===== config.mk =====
export PLATFORM = sky130hd
export DESIGN_NAME = fdl_link_codec
export DESIGN_NICKNAME = d
export VERILOG_FILES = /design/src/rtl/fdl_codec_pkg.sv /design/src/rtl/fdl_run_ctr.sv /design/src/rtl/fdl_stuffer.sv /design/src/rtl/fdl_destuffer.sv /design/src/rtl/fdl_link_codec.sv
export SDC_FILE = /design/constraint.sdc
export NUM_CORES = 1
export LEC_CHECK = 0
export ABC_AREA = 1
export BUFFER_PORTS_ARGS = -buffer_cell sky130_fd_sc_hd__buf_4
export CORE_ASPECT_RATIO = 0.75
export CORE_UTILIZATION = 30
export CTS_BUF_LIST = sky130_fd_sc_hd__clkbuf_2
export DETAILED_ROUTE_END_ITERATION = 8
export GPL_ROUTABILITY_DRIVEN = 0
export GPL_TIMING_DRIVEN = 1
export HOLD_SLACK_MARGIN = 0.15
export SYNTH_ARGS = -nofsm -noshare
export SYNTH_HDL_FRONTEND = slang
export SYNTH_HIERARCHICAL = 1
export SYNTH_SLANG_ARGS = --single-unit

===== constraint.sdc =====
create_clock -name clk -period 1.4 [get_ports clk]
set_clock_uncertainty 0.1 [all_clocks]
set_input_delay 0.28 -clock clk [delete_from_list [all_inputs] [get_ports clk]]
set_output_delay 0.28 -clock clk [all_outputs]
set_load 0.02 [all_outputs]

===== src/rtl/fdl_codec_pkg.sv =====
package fdl_codec_pkg;
   // Width of a ones-run counter able to hold run_len+1
   function automatic int run_cnt_w(input int run_len);
      return $clog2(run_len + 2);
   endfunction
endpackage


===== src/rtl/fdl_run_ctr.sv =====
module fdl_run_ctr #(
   parameter int RUN_LEN  = 5,
   parameter bit SATURATE = 1'b0,
   localparam int CNT_W   = fdl_codec_pkg::run_cnt_w(RUN_LEN)
) (
   input  logic             clk,
   input  logic             rst_n,
   input  logic             step,
   input  logic             one,
   input  logic             clear,
   output logic [CNT_W-1:0] count
);
   localparam logic [CNT_W-1:0] CAP = CNT_W'(RUN_LEN + 1);
   logic [CNT_W-1:0] inc;

   generate
      if (SATURATE) begin : g_sat
         assign inc = (count == CAP) ? CAP : count + 1'b1;
      end else begin : g_wrap
         assign inc = count + 1'b1;
      end
   endgenerate

   always_ff @(posedge clk) begin
      if (!rst_n)               count <= '0;
      else if (step) begin
         if (clear || !one)     count <= '0;
         else                   count <= inc;
      end
   end
endmodule


===== src/rtl/fdl_stuffer.sv =====
module fdl_stuffer #(
   parameter int RUN_LEN = 5,
   localparam int CNT_W  = fdl_codec_pkg::run_cnt_w(RUN_LEN)
) (
   input  logic clk,
   input  logic rst_n,
   input  logic en,
   input  logic slot,
   input  logic bit_in,
   output logic ready,
   output logic vld,
   output logic bit_out
);
   localparam logic [CNT_W-1:0] RUN_C = CNT_W'(RUN_LEN);
   logic [CNT_W-1:0] cnt;
   logic             insert;

   assign insert = en && (cnt == RUN_C);
   assign ready  = !insert;

   fdl_run_ctr #(.RUN_LEN(RUN_LEN), .SATURATE(1'b0)) u_ctr (
      .clk(clk), .rst_n(rst_n), .step(slot),
      .one(bit_in), .clear(!en || insert), .count(cnt)
   );

   always_ff @(posedge clk) begin
      if (!rst_n) begin
         vld     <= 1'b0;
         bit_out <= 1'b0;
      end else begin
         vld <= slot;
         if (slot) bit_out <= insert ? 1'b0 : bit_in;
      end
   end

   AST_STUFF_ZERO: assert property (@(posedge clk) disable iff (!rst_n)
      (slot && en && cnt == RUN_C) |=> (vld && !bit_out));
   AST_RUN_BOUND: assert property (@(posedge clk) disable iff (!rst_n)
      en |-> (cnt <= RUN_C));
endmodule


===== src/rtl/fdl_destuffer.sv =====
module fdl_destuffer #(
   parameter int RUN_LEN = 5,
   localparam int CNT_W  = fdl_codec_pkg::run_cnt_w(RUN_LEN)
) (
   input  logic clk,
   input  logic rst_n,
   input  logic en,
   input  logic slot,
   input  logic bit_in,
   output logic vld,
   output logic bit_out
);
   localparam logic [CNT_W-1:0] RUN_C = CNT_W'(RUN_LEN);
   logic [CNT_W-1:0] cnt;
   logic             drop;

   assign drop = en && !bit_in && (cnt == RUN_C);

   fdl_run_ctr #(.RUN_LEN(RUN_LEN), .SATURATE(1'b1)) u_ctr (
      .clk(clk), .rst_n(rst_n), .step(slot),
      .one(bit_in), .clear(!en), .count(cnt)
   );

   always_ff @(posedge clk) begin
      if (!rst_n) begin
         vld     <= 1'b0;
         bit_out <= 1'b0;
      end else begin
         vld <= slot && !drop;
         if (slot && !drop) bit_out <= bit_in;
      end
   end

   AST_DROP_ZERO: assert property (@(posedge clk) disable iff (!rst_n)
      (slot && en && !bit_in && cnt == RUN_C) |=> !vld);
   AST_KEEP_LONG: assert property (@(posedge clk) disable iff (!rst_n)
      (slot && en && cnt > RUN_C) |=> vld);
endmodule


===== src/rtl/fdl_link_codec.sv =====
module fdl_link_codec #(
   parameter int RUN_LEN = 5
) (
   input  logic clk,
   input  logic rst_n,
   input  logic tx_stuff_en,
   input  logic rx_destuff_en,
   input  logic tx_slot,
   input  logic tx_bit_in,
   output logic tx_ready,
   output logic tx_valid,
   output logic tx_bit_out,
   input  logic rx_slot,
   input  logic rx_bit_in,
   output logic rx_valid,
   output logic rx_bit_out
);
   generate
      if (RUN_LEN < 2) begin : g_bad_len
         $error("RUN_LEN must be at least 2");
      end
   endgenerate

   fdl_stuffer #(.RUN_LEN(RUN_LEN)) u_tx (
      .clk(clk), .rst_n(rst_n), .en(tx_stuff_en), .slot(tx_slot),
      .bit_in(tx_bit_in), .ready(tx_ready), .vld(tx_valid), .bit_out(tx_bit_out)
   );

   fdl_destuffer #(.RUN_LEN(RUN_LEN)) u_rx (
      .clk(clk), .rst_n(rst_n), .en(rx_destuff_en), .slot(rx_slot),
      .bit_in(rx_bit_in), .vld(rx_valid), .bit_out(rx_bit_out)
   );

   AST_TX_VLD_SLOT: assert property (@(posedge clk) disable iff (!rst_n)
      tx_valid |-> $past(tx_slot));
   AST_RX_VLD_SLOT: assert property (@(posedge clk) disable iff (!rst_n)
      rx_valid |-> $past(rx_slot));
   AST_RX_HOLD: assert property (@(posedge clk) disable iff (!rst_n)
      !rx_valid |-> $stable(rx_bit_out));
endmodule


## Word-level counts from Yosys, hierarchy flattened

Index checks and enable logic that the tools add are counted.

| word-level totals | value |
|---|---|
| output and inout bits | 5 |
| word-level logic and storage cells | 28 |
| flip-flop bits (word level) | 10 |
| input bits | 8 |

| cells by class | value |
|---|---|
| add/sub/neg operators | 2 |
| eq/ne operators | 3 |
| reductions and logical operators | 13 |
| muxes and demuxes | 4 |

Operator list:

| cell | count |
|---|---|
| 3-bit == test, second input constant | 3 |
| 3-bit two-way mux | 3 |
| 3-bit by 1-bit adder with 3-bit output, second input constant | 2 |
| 1-bit logical NOT | 6 |
| 1-bit logical AND | 4 |
| 1-bit logical OR | 3 |
| 1-bit two-way mux | 1 |

## Depth between registers and ports, before layout

Gate-level depths: netlist of run 1.

| depth | value |
|---|---|
| word-level depth | 5 |
| depth in mapped cells | 8 |
| depth with buffers taken out | 8 |

## Hierarchy

The synthesis of run 1 kept the hierarchy.

By module, submodules not included:

| module | cells an instance | area each (sq um) | seq. area each (sq um) | instances |
|---|---|---|---|---|
| fdl_run_ctr at u_rx.u_ctr | 25 | 182.7 | 60.1 | 1 |
| fdl_run_ctr at u_tx.u_ctr | 21 | 146.4 | 60.1 | 1 |
| fdl_destuffer | 13 | 100.1 | 40.0 | 1 |
| fdl_stuffer | 11 | 92.6 | 40.0 | 1 |

## Worst setup path after synthesis of run 1

Ideal clock, no wire load.

| timing path | value |
|---|---|
| path type | register to register |
| from | register u_rx.u_ctr.count[0] |
| to | register u_rx.u_ctr.count[2] |
| setup slack | 0.367 ns |
| data required time | 1.185 ns |
| period minus slack after synthesis | 1.033 ns |
| setup time | 0.115 ns |
| stages on the path, launching flop included | 7 |
| buffers on the path | 0 |
| arrival time | 0.818 ns |
| cell sequence | dfxtp_1 > inv_1 > ha_1 > inv_1 > nand3_1 > nand3_1 > a21oi_2 |

| on the way | value |
|---|---|
| longest elaborated chain between the ends | 3 |
| elaborated cells between the ends (all ways) | 4 |
| classes of those cells | add/sub (1); eq/ne (1); mux (2) |

RTL lines:

| what | RTL line | source |
|---|---|---|
| start: declaration | fdl_run_ctr.sv:11 | `output logic [CNT_W-1:0] count` |
| start signal: assignment | fdl_run_ctr.sv:28 | `else count <= inc;` |
| 3-bit by 1-bit adder with 3-bit output or 3-bit == test (tied branches) | fdl_run_ctr.sv:18 | `assign inc = (count == CAP) ? CAP : count + 1'b1;` |
| 3-bit two-way mux (*) | fdl_run_ctr.sv:18 |  |
| 3-bit two-way mux (*) | fdl_run_ctr.sv:27 | `if (clear \|\| !one) count <= '0;` |

Mark *: on every way between the ends. The rest lies on a longest branch, timed or not.
A chain may end at the register's enable or synchronous reset.

## Worst setup path in the final report of run 1

| timing path | value |
|---|---|
| from | register u_tx.u_ctr.count[1] |
| to | output tx_ready |

| on the way | value |
|---|---|
| longest elaborated chain between the ends | 3 |

RTL lines:

| what | RTL line | source |
|---|---|---|
| start: declaration | fdl_run_ctr.sv:11 |  |
| start signal: assignment | fdl_run_ctr.sv:28 |  |
| 3-bit == test | fdl_stuffer.sv:18 | `assign insert = en && (cnt == RUN_C);` |
| 1-bit logical AND | fdl_stuffer.sv:18 |  |
| 1-bit logical NOT | fdl_stuffer.sv:19 | `assign ready = !insert;` |
| end: declaration | fdl_link_codec.sv:10 | `output logic tx_ready,` |

No other way between the ends.

==> reports/metrics.cfg, run 1 <==
[floorplanning]
die_area_mm2 = 0.00191
ioPinCount = 13
row_count = 12
fp.coreArea_mm2 = 0.00155
initial_core_util_pct = 33.7
die_height_um = 38.1
die_x_um = 50.2

[drt]
drt-pass1-iter-count = 4
routed-via-count = 469
ant_nets = 0
dr.first_iter.drc_count = 15
drc_violations_left = 0
routed_wirelength_um = 1020
detail_route.wl_per_cell_um = 9.38
vias_per_cell = 4.30

[timing]
fin_hold_ws_ps = 167
maxSlewHeadroom_pct = 86.9
layout_min_cycle_time_ps = 1300
timing_max_transition_violations_final = 0
report.final.setup_viol = 0
finalHoldViolations = 0
period_share_pct = 92.6
fin_tns_setup_ps = 0
tightest_pin_transition_ps = 195
unrepaired_setup_endpoints_after_global_routing = false
postLayoutSetupSlackWorst_ps = 103
fmaxAchievable_mhz = 771

[min_path]
worstHoldPathType = in -> reg
holdPathStages = 3
timing.hold.worst.start = tx_bit_in

[clock_tree]
cts_htree_levels = 1
clock_sinks = 10
tritoncts.num_buffers = 3
clk_path_buf_depth = 2
cts_root_buffer = clkbuf_2
clkSlewWorstSetupHoldPaths_ps = 110
tritoncts_clock_tree = built
worstSkewPairLatency_ps = 260

[critical_path]
crit_required_ps = 1020
cp_data_arrival_time_ps = 920
ff2ff_path_depth = 6
worstReg2RegStart = u_rx/u_ctr/count[0]
cpMaxStageDelayCell = dfxtp_2
criticalPathCategory = reg -> out
worstSetupStartpoint = u_tx/u_ctr/count[1]
critPathCaptureType = output pin
cp_slowest_stage_delay_ps = 350
worstPathMaxFanout = 3
cp-start-kind = register
critical_path_cell_list = inv_2, nand4_4, buf_6

[placed_design]
buffer_ports.inserted = 12
place.detailed.hpwl_um = 709
placedInstanceArea_um2 = 638
dpl_worst_slack_ps = 278

[logic_synthesis]
cell_type_with_the_highest_aggregate_area_in_the_netlist = dfxtp_1
most_common_cell_in_the_synthesized_netlist = nand2_1
mappedNetlistArea_um2 = 522
post_synth_main_area_contributors = dfxtp_1 (38%), nand2_1 (11%), inv_1 (10%)
synth_top_cell_area_share_pct = 38.4
synth_edf_count = 0
ys_warn_count = 6
yosys.cell_types.count = 19
syn_nets = 81
synth_seq_area_share_pct = 38.4
synth_ff_type = dfxtp_1
syn_avg_cell_area_um2 = 7.45
syn_inst = 70
netlist_top_cells_count = nand2_1 (15), inv_1 (14), dfxtp_1 (10)
synth_seq_cells = 10
asyncSetResetFlopFracSynth_pct = 0

[layout]
fraction_of_layout_cells_with_a_size_suffix_above_1_pct = 35.2
num_antenna_cells = 0
finalNetCount = 100
finish.utilization_pct = 44.8
syn_to_final_growth_pct = 32.9
final.fill_count = 154
layout.cell_area.non_filler_um2 = 693

[run_status]
status = finished clean

[pwr]
peakVddDrop_uv = 439
leakagePower_nw = 0.322
power.density_mw_per_mm2 = 807

[global_route]
grt_start_max_net_pins = 10
grt-ovfl-total = 0
track_usage_pct = 13.1
first_pass_grt_wire_length_um = 1720
antenna_found_initial = 0
first_global_vias = 418

[flow_run]
cap_viol_max_count = 0

==> power breakdown <==
part           switching (mW)  internal, mW  leakage (nW)
clock                  0.0995        0.0621        0.0140
combinational          0.0487        0.0438         0.224
sequential            0.00841         0.297        0.0834
total                   0.157         0.403         0.322
==> layout make-up <==
class	count	area (um2)	area share, %
clock buffers	3	15.0	2.17
clock inverters	1	3.75	0.542
inverters	15	56.3	8.12
multi-input cells	45	274	39.5
flip-flops and latches	10	204	29.4
well taps	21	26.3	3.79
repair buffers	14	114	16.4
==> flip-flops by register name, indices dropped and copies added, names as in the netlist <==
signal,flops
u_rx/bit_out,1
u_rx/u_ctr/count,3
u_rx/vld,1
u_tx/bit_out,1
u_tx/u_ctr/count,3
u_tx/vld,1
==> path summary, 6_finish.rpt <==
check | endpoint | slack [ps]
worst max-delay path | tx_ready | 100
worst min-delay path | u_tx/bit_out | 170
worst min register to register | u_rx/bit_out | 400
worst max register to register | u_rx/u_ctr/count[2] | 260
==> critical path, delay by kind of cell, from the launching register on <==
family,cells,cell delay (ps)
flip-flops,1,350
AND/OR/NAND/NOR,1,80
buffers and inverters,2,230
==> stage by stage <==
step                cells  total power, mW
global route          109            0.595
floorplan              70            0.355
CTS                   109            0.564
detailed placement    103            0.397
finish                109            0.559
global placement      103            0.396
==> per-layer routing <==
layer  vias up  global-route usage, %  routed length, um
met1       202                   13.7                499
met2        13                   21.7                439
met5         -                      0                  0
li1        252                      -                  -
met4         0                   6.43                 10
met3         2                   7.14                 73
==> layout by cell type (no fill, tap or decap) <==
cell type      netlist  routed
inv_2                1       2
and3_2               1       1
clkbuf_2             0       3
inv_1               14      13
a21oi_1              3       3
clkinv_1             0       1
nand2_1             15      15
buf_6                0       1
nor2_4               1       1
nand4_4              0       1
nand2_2              3       3
a21oi_2              2       2
dfxtp_2              0       3
ha_1                 3       3
xnor2_1              1       1
nand3_2              1       1
nand3_1              4       4
o21a_1               1       1
nor2_2               2       2
buf_4                0      11
nor2_1               4       4
dlygate4sd3_1        0       2
o21ai_1              1       1
dfxtp_1             10       7
o21ai_0              2       2
==> repair_timing <==
action                     in CTS  in global routing
hold endpoints to repair        2                  0
gates resized for setup         0                  6
setup endpoints to repair       0                  1
hold buffers                    2                  0
buffers inserted                0                  0
==> logic make-up (layout without fill, tap and decap cells) <==
logic type	after synthesis	after routing	share of synthesized area, %
AOI/OAI and AO/OA	9	9	10.6
xor gates and xnor gates	1	1	1.68
adders and majority gates	3	3	7.20
buffers and inverters	15	33	10.8
DFF	10	10	38.4
and+or+nand+nor	32	32	31.4
Power figures use the tool's default switching activity.
==> run 2: changes to the inputs <==
--- a/config.mk
+++ b/config.mk
@@ -9,11 +9,11 @@
 export BUFFER_PORTS_ARGS = -buffer_cell sky130_fd_sc_hd__buf_4
 export CORE_ASPECT_RATIO = 0.75
 export CORE_UTILIZATION = 30
-export CTS_BUF_LIST = sky130_fd_sc_hd__clkbuf_2
 export DETAILED_ROUTE_END_ITERATION = 8
 export GPL_ROUTABILITY_DRIVEN = 0
 export GPL_TIMING_DRIVEN = 1
 export HOLD_SLACK_MARGIN = 0.15
+export REMOVE_ABC_BUFFERS = 1
 export SYNTH_ARGS = -nofsm -noshare
 export SYNTH_HDL_FRONTEND = slang
 export SYNTH_HIERARCHICAL = 1
==> reports/metrics.cfg, run 2 (synthesis results as in run 1) <==
[clock_tree]
cts_post_setup_buffers_inserted = 0  ; unchanged
tritoncts_clock_tree = built
clock_sinks = 10  ; unchanged
clk_path_buf_depth = 2  ; unchanged
tritoncts.num_buffers = 3  ; unchanged
worstSkewPairLatency_ps = 270  ; about the same
cts_root_buffer = clkbuf_4
cts_htree_levels = 1  ; unchanged
clkSlewWorstSetupHoldPaths_ps = 70  ; -40 ps

[critical_path]
critical_path_cell_list = inv_2, nand4_2, buf_4
cp_data_arrival_time_ps = 940  ; +20 ps
cpMaxStageDelayCell = dfxtp_1
cp-start-kind = register
critPathCaptureType = output pin
worstPathMaxFanout = 3  ; unchanged
crit_required_ps = 1020  ; about the same
cp_slowest_stage_delay_ps = 340  ; about the same
criticalPathCategory = reg -> out

[layout]
layout_commonest_cell = nand2_1
syn_to_final_growth_pct = 31.7
num_antenna_cells = 0  ; unchanged
finalNetCount = 99  ; -1.0%
final.fill_count = 154  ; unchanged
finish.utilization_pct = 44.4  ; -0.40 points
total_area_of_multi_input_combinational_cells_um2 = 265  ; -3.2%
biggestRegsByFlops = u_rx/u_ctr/count (3), u_tx/u_ctr/count (3)
sequential_cell_area_um2 = 203  ; -0.61%
layout.cells.most_common_list = nand2_1 (15), inv_1 (13), buf_4 (12)
fraction_of_layout_cells_with_a_size_suffix_above_1_pct = 35.6  ; +0.40 points

[floorplanning]
die_area_mm2 = 0.00191  ; unchanged
die_x_um = 50.2  ; unchanged
row_count = 12  ; unchanged
die_height_um = 38.1  ; unchanged
initial_core_util_pct = 33.7  ; unchanged
ioPinCount = 13  ; unchanged
fp.coreArea_mm2 = 0.00155  ; unchanged

[timing]
unrepaired_setup_endpoints_after_global_routing = false
layout_min_cycle_time_ps = 1320  ; +20.1 ps
maxSlewHeadroom_pct = 87.1  ; +0.21 points
fin_tns_setup_ps = 0  ; unchanged
report.final.setup_viol = 0  ; unchanged
finalHoldViolations = 0  ; unchanged
period_share_pct = 94.0  ; +1.4 points
timing_max_transition_violations_final = 0  ; unchanged
fmaxAchievable_mhz = 759  ; -1.5%
tightest_pin_transition_ps = 192  ; -3.07 ps

[drt]
met1_length_um = 512  ; +2.6%
dr.first_iter.drc_count = 19  ; +4
routed-via-count = 476  ; +1.5%
detail_route.wl_per_cell_um = 9.28  ; -1.0%
met2RoutedLength_um = 404  ; -8.0%
vias_per_cell = 4.41  ; +2.4%
drc_violations_left = 0  ; unchanged
ant_nets = 0  ; unchanged
routed_wirelength_um = 1000  ; -2.0%
maxUsedRoutingLayer = met4
drt-pass1-iter-count = 4  ; unchanged
met3_length_um = 73  ; unchanged

[pwr]
peakVddDrop_uv = 585  ; +33%
power.density_mw_per_mm2 = 952  ; +18%
leakagePower_nw = 0.332  ; +3.4%

[flow_run]
cap_viol_max_count = 0  ; unchanged

[global_route]
antenna_found_initial = 0  ; unchanged
track_usage_pct = 12.8  ; -0.26 points
grt-ovfl-total = 0  ; unchanged
grt_start_max_net_pins = 10  ; unchanged
first_pass_grt_wire_length_um = 1700  ; -0.81%
first_global_vias = 419  ; +0.24%

[min_path]
worstHoldPathType = in -> reg

[run_status]
status = finished clean

[placed_design]
buffer_ports.inserted = 12  ; unchanged
place.detailed.hpwl_um = 709  ; unchanged

## run 2: cell type report
cell class,instances,share of cell area [%]
Inverter,15,8.20
Tap cell,21,3.83
Multi-Input combinational cell,45,38.6
Timing Repair Buffer,13,14.6
Clock buffer,4,5.28
Sequential cell,10,29.5
## run 2: what timing repair did
item	in CTS	in global routing
endpoints found under the setup margin	0	1
hold endpoints to repair	1	0
hold buffers	1	0
gates resized for setup	0	3
## run 2: stage by stage
| step | cells | power, mW | hold slack [ps] | instance area, um2 | setup slack (ps) |
|---|---|---|---|---|---|
| after global routing | 108 | 0.689 | 166 | 687 | 7.78 |
| after floorplan | 70 | 0.355 | 264 | 522 | 367 |
| after CTS | 108 | 0.663 | 151 | 684 | 29.9 |
| after detailed placement | 103 | 0.397 | 377 | 638 | 278 |
| final | 108 | 0.654 | 156 | 687 | 83.3 |
| after global placement | 103 | 0.396 | 373 | 638 | 319 |
## run 2: worst paths after layout
kind              slack [ps]  depth (start not counted)                 from                  end
hold / removal           160                          3                rst_n             u_tx/vld
hold reg to reg          390                          2         u_rx/bit_out         u_rx/bit_out
setup / recovery          80                          3  u_tx/u_ctr/count[1]             tx_ready
setup reg to reg         270                          6  u_rx/u_ctr/count[0]  u_rx/u_ctr/count[2]
## run 2: power by group
part	leakage, nW	internal (mW)	total, mW	switching (mW)
registers	0.0829	0.297	0.305	0.00777
clock network	0.0210	0.158	0.260	0.103
logic	0.229	0.0418	0.0892	0.0474
## run 2: routing by layer
layer,up-vias,GRT usage (%)
met1,212,13.7
li1,249,-
met2,13,20.7
met3,2,7.14
met5,-,0
met4,0,6.43
## run 2: critical path, delay by kind of cell, from the launching register on
family / cells / cell delay (ps)
buf+inv: 2 / 240
flops: 1 / 340
simple gates: 1 / 90
==> run 3: changes to the inputs <==
--- a/config.mk
+++ b/config.mk
@@ -8,6 +8,7 @@
 export ABC_AREA = 1
 export BUFFER_PORTS_ARGS = -buffer_cell sky130_fd_sc_hd__buf_4
 export CORE_ASPECT_RATIO = 0.75
+export CORE_MARGIN = 2
 export CORE_UTILIZATION = 30
 export DETAILED_ROUTE_END_ITERATION = 8
 export GPL_ROUTABILITY_DRIVEN = 0
==> reports/metrics.cfg, run 3 (synthesis results as in run 1) <==
[drt]
met1_length_um = 484  ; -5.5%
ant_nets = 0  ; unchanged
maxUsedRoutingLayer = met4
routed_wirelength_um = 963  ; -3.9%
vias_per_cell = 4.29  ; -2.7%
dr.first_iter.drc_count = 6  ; -13
routed-via-count = 459  ; -3.6%
drc_violations_left = 0  ; unchanged
detail_route.wl_per_cell_um = 9.00  ; -3.0%
drt-pass1-iter-count = 4  ; unchanged
met2RoutedLength_um = 397  ; -1.7%
met3_length_um = 53  ; -27%

[critical_path]
worstReg2RegStart = u_rx/u_ctr/count[0]
critPathCaptureType = output pin
worstSetupEndpoint = tx_ready
slack_of_the_worst_reg_to_reg_path_ps = 320  ; +50 ps
cp-start-kind = register
worstSetupStartpoint = u_tx/u_ctr/count[1]
cp_data_arrival_time_ps = 940  ; about the same
criticalPathCategory = reg -> out
cp_slowest_stage_delay_ps = 320  ; -20 ps
crit_required_ps = 1020  ; about the same
ff2ff_path_depth = 6  ; unchanged
critical_path_cell_list = inv_1, nand4_2, buf_6
worstPathMaxFanout = 3  ; unchanged
cpMaxStageDelayCell = dfxtp_1
worstReg2RegEnd = u_rx/u_ctr/count[2]

[layout]
finalNetCount = 98  ; -1.0%
finalNonFillerCells = 107  ; -0.93%
fraction_of_layout_cells_with_a_size_suffix_above_1_pct = 34.1  ; -1.5 points
biggestRegsByFlops = u_rx/u_ctr/count (3), u_tx/u_ctr/count (3)
sequential_cell_area_um2 = 203  ; unchanged
syn_to_final_growth_pct = 28.1
finish.utilization_pct = 39.5  ; -4.9 points
layout.cells.most_common_list = nand2_1 (15), inv_1 (14), buf_4 (11)
num_antenna_cells = 0  ; unchanged
final.fill_count = 178  ; +16%
layout_commonest_cell = nand2_1
total_area_of_multi_input_combinational_cells_um2 = 265  ; unchanged

[placed_design]
buffer_ports.inserted = 12  ; unchanged
numPlacedInstances = 104  ; +0.97%
place.detailed.hpwl_um = 743  ; +4.8%
dpl_worst_slack_ps = 301  ; +22.9 ps

[clock_tree]
worstSkewPairLatency_ps = 260  ; about the same
cts_root_buffer = clkbuf_4
clock_sinks = 10  ; unchanged
tritoncts_clock_tree = built
cts_post_setup_buffers_inserted = 0  ; unchanged
tritoncts.num_buffers = 3  ; unchanged
clk_path_buf_depth = 2  ; unchanged
cts_htree_levels = 1  ; unchanged
clkSlewWorstSetupHoldPaths_ps = 60  ; about the same

[timing]
report.final.setup_viol = 0  ; unchanged
period_share_pct = 94.1  ; about the same
fmaxAchievable_mhz = 759  ; about the same
finalHoldViolations = 0  ; unchanged
postLayoutSetupSlackWorst_ps = 82.9  ; -0.355 ps
maxSlewHeadroom_pct = 86.6  ; -0.45 points
tightest_pin_transition_ps = 198  ; +6.74 ps
fin_tns_setup_ps = 0  ; unchanged
layout_min_cycle_time_ps = 1320  ; +0.355 ps
unrepaired_setup_endpoints_after_global_routing = false
timing_max_transition_violations_final = 0  ; unchanged

[floorplanning]
die_height_um = 40.1  ; +5.2%
row_count = 13  ; +1
fp.coreArea_mm2 = 0.00169  ; +9.4%
ioPinCount = 13  ; unchanged
die_x_um = 52.2  ; +4.0%
die_area_mm2 = 0.00209  ; +9.4%
initial_core_util_pct = 30.8  ; -2.9 points

[global_route]
grt-ovfl-total = 0  ; unchanged
grt_start_max_net_pins = 10  ; unchanged
track_usage_pct = 11.7  ; -1.1 points
first_global_vias = 373  ; -11%
antenna_found_initial = 0  ; unchanged
first_pass_grt_wire_length_um = 1610  ; -5.7%

[pwr]
leakagePower_nw = 0.323  ; -3.0%
power.density_mw_per_mm2 = 873  ; -8.3%
peakVddDrop_uv = 468  ; -20%

[run_status]
status = finished clean

[flow_run]
cap_viol_max_count = 0  ; unchanged

[min_path]
worstHoldPathType = in -> reg

-- run 3: changes by cell type in the layout (fill, tap and decap cells not counted), sizes merged --
cell and change:
clkbuf -1, dlygate4sd3 -1
-- run 3: routing by layer --
metal / GRT usage [%] / vias to the layer above
met1: 14.0 / 198
li1: - / 246
met4: 7.69 / 0
met5: 0 / -
met2: 16.1 / 10
met3: 6.72 / 5
-- run 3: final cells by class --
cell class / count / share of cell area (%)
inverters: 15 / 8.43
multi-input cells: 45 / 39.7
repair buffers: 12 / 14.0
well taps: 22 / 4.12
clock buffers: 3 / 3.37
flip-flops and latches: 10 / 30.3
-- run 3: report_power, final --
group / internal, mW / switching (mW)
clock network: 0.0991 / 0.0928
logic: 0.0397 / 0.0469
registers: 0.297 / 0.00779
total: 0.436 / 0.147
-- run 3: timing repair --
item / CTS / global route
hold buffers: 0 / 0
setup endpoints to repair: 0 / 1
gates resized for setup: 0 / 3
-- run 3: worst min path at each step --
stage	from	end	slack, ps	depth (start not counted)
3_5_place_dp	u_rx/bit_out	u_rx/bit_out	380	2
3_3_place_gp	u_rx/bit_out	u_rx/bit_out	380	2
5_1_grt	tx_slot	u_tx/bit_out	150	2
6_report	tx_slot	u_tx/bit_out	160	2
2_1_floorplan	tx_slot	u_tx/bit_out	260	1
4_1_cts	tx_slot	u_tx/bit_out	160	2
-- run 3: through the flow --
stage / total power [mW] / hold WS (ps) / cell area, um2
finish: 0.583 / 162 / 668
global route: 0.629 / 151 / 668
CTS: 0.592 / 156 / 662
detailed placement: 0.398 / 378 / 639
global placement: 0.396 / 378 / 639
floorplan: 0.355 / 264 / 522
-- run 3: critical path: cells and delay by family (launching register included) --
kind                   cells  cell delay, ps
DFF                        1             320
buffers and inverters      2             240
and+or+nand+nor            1             110
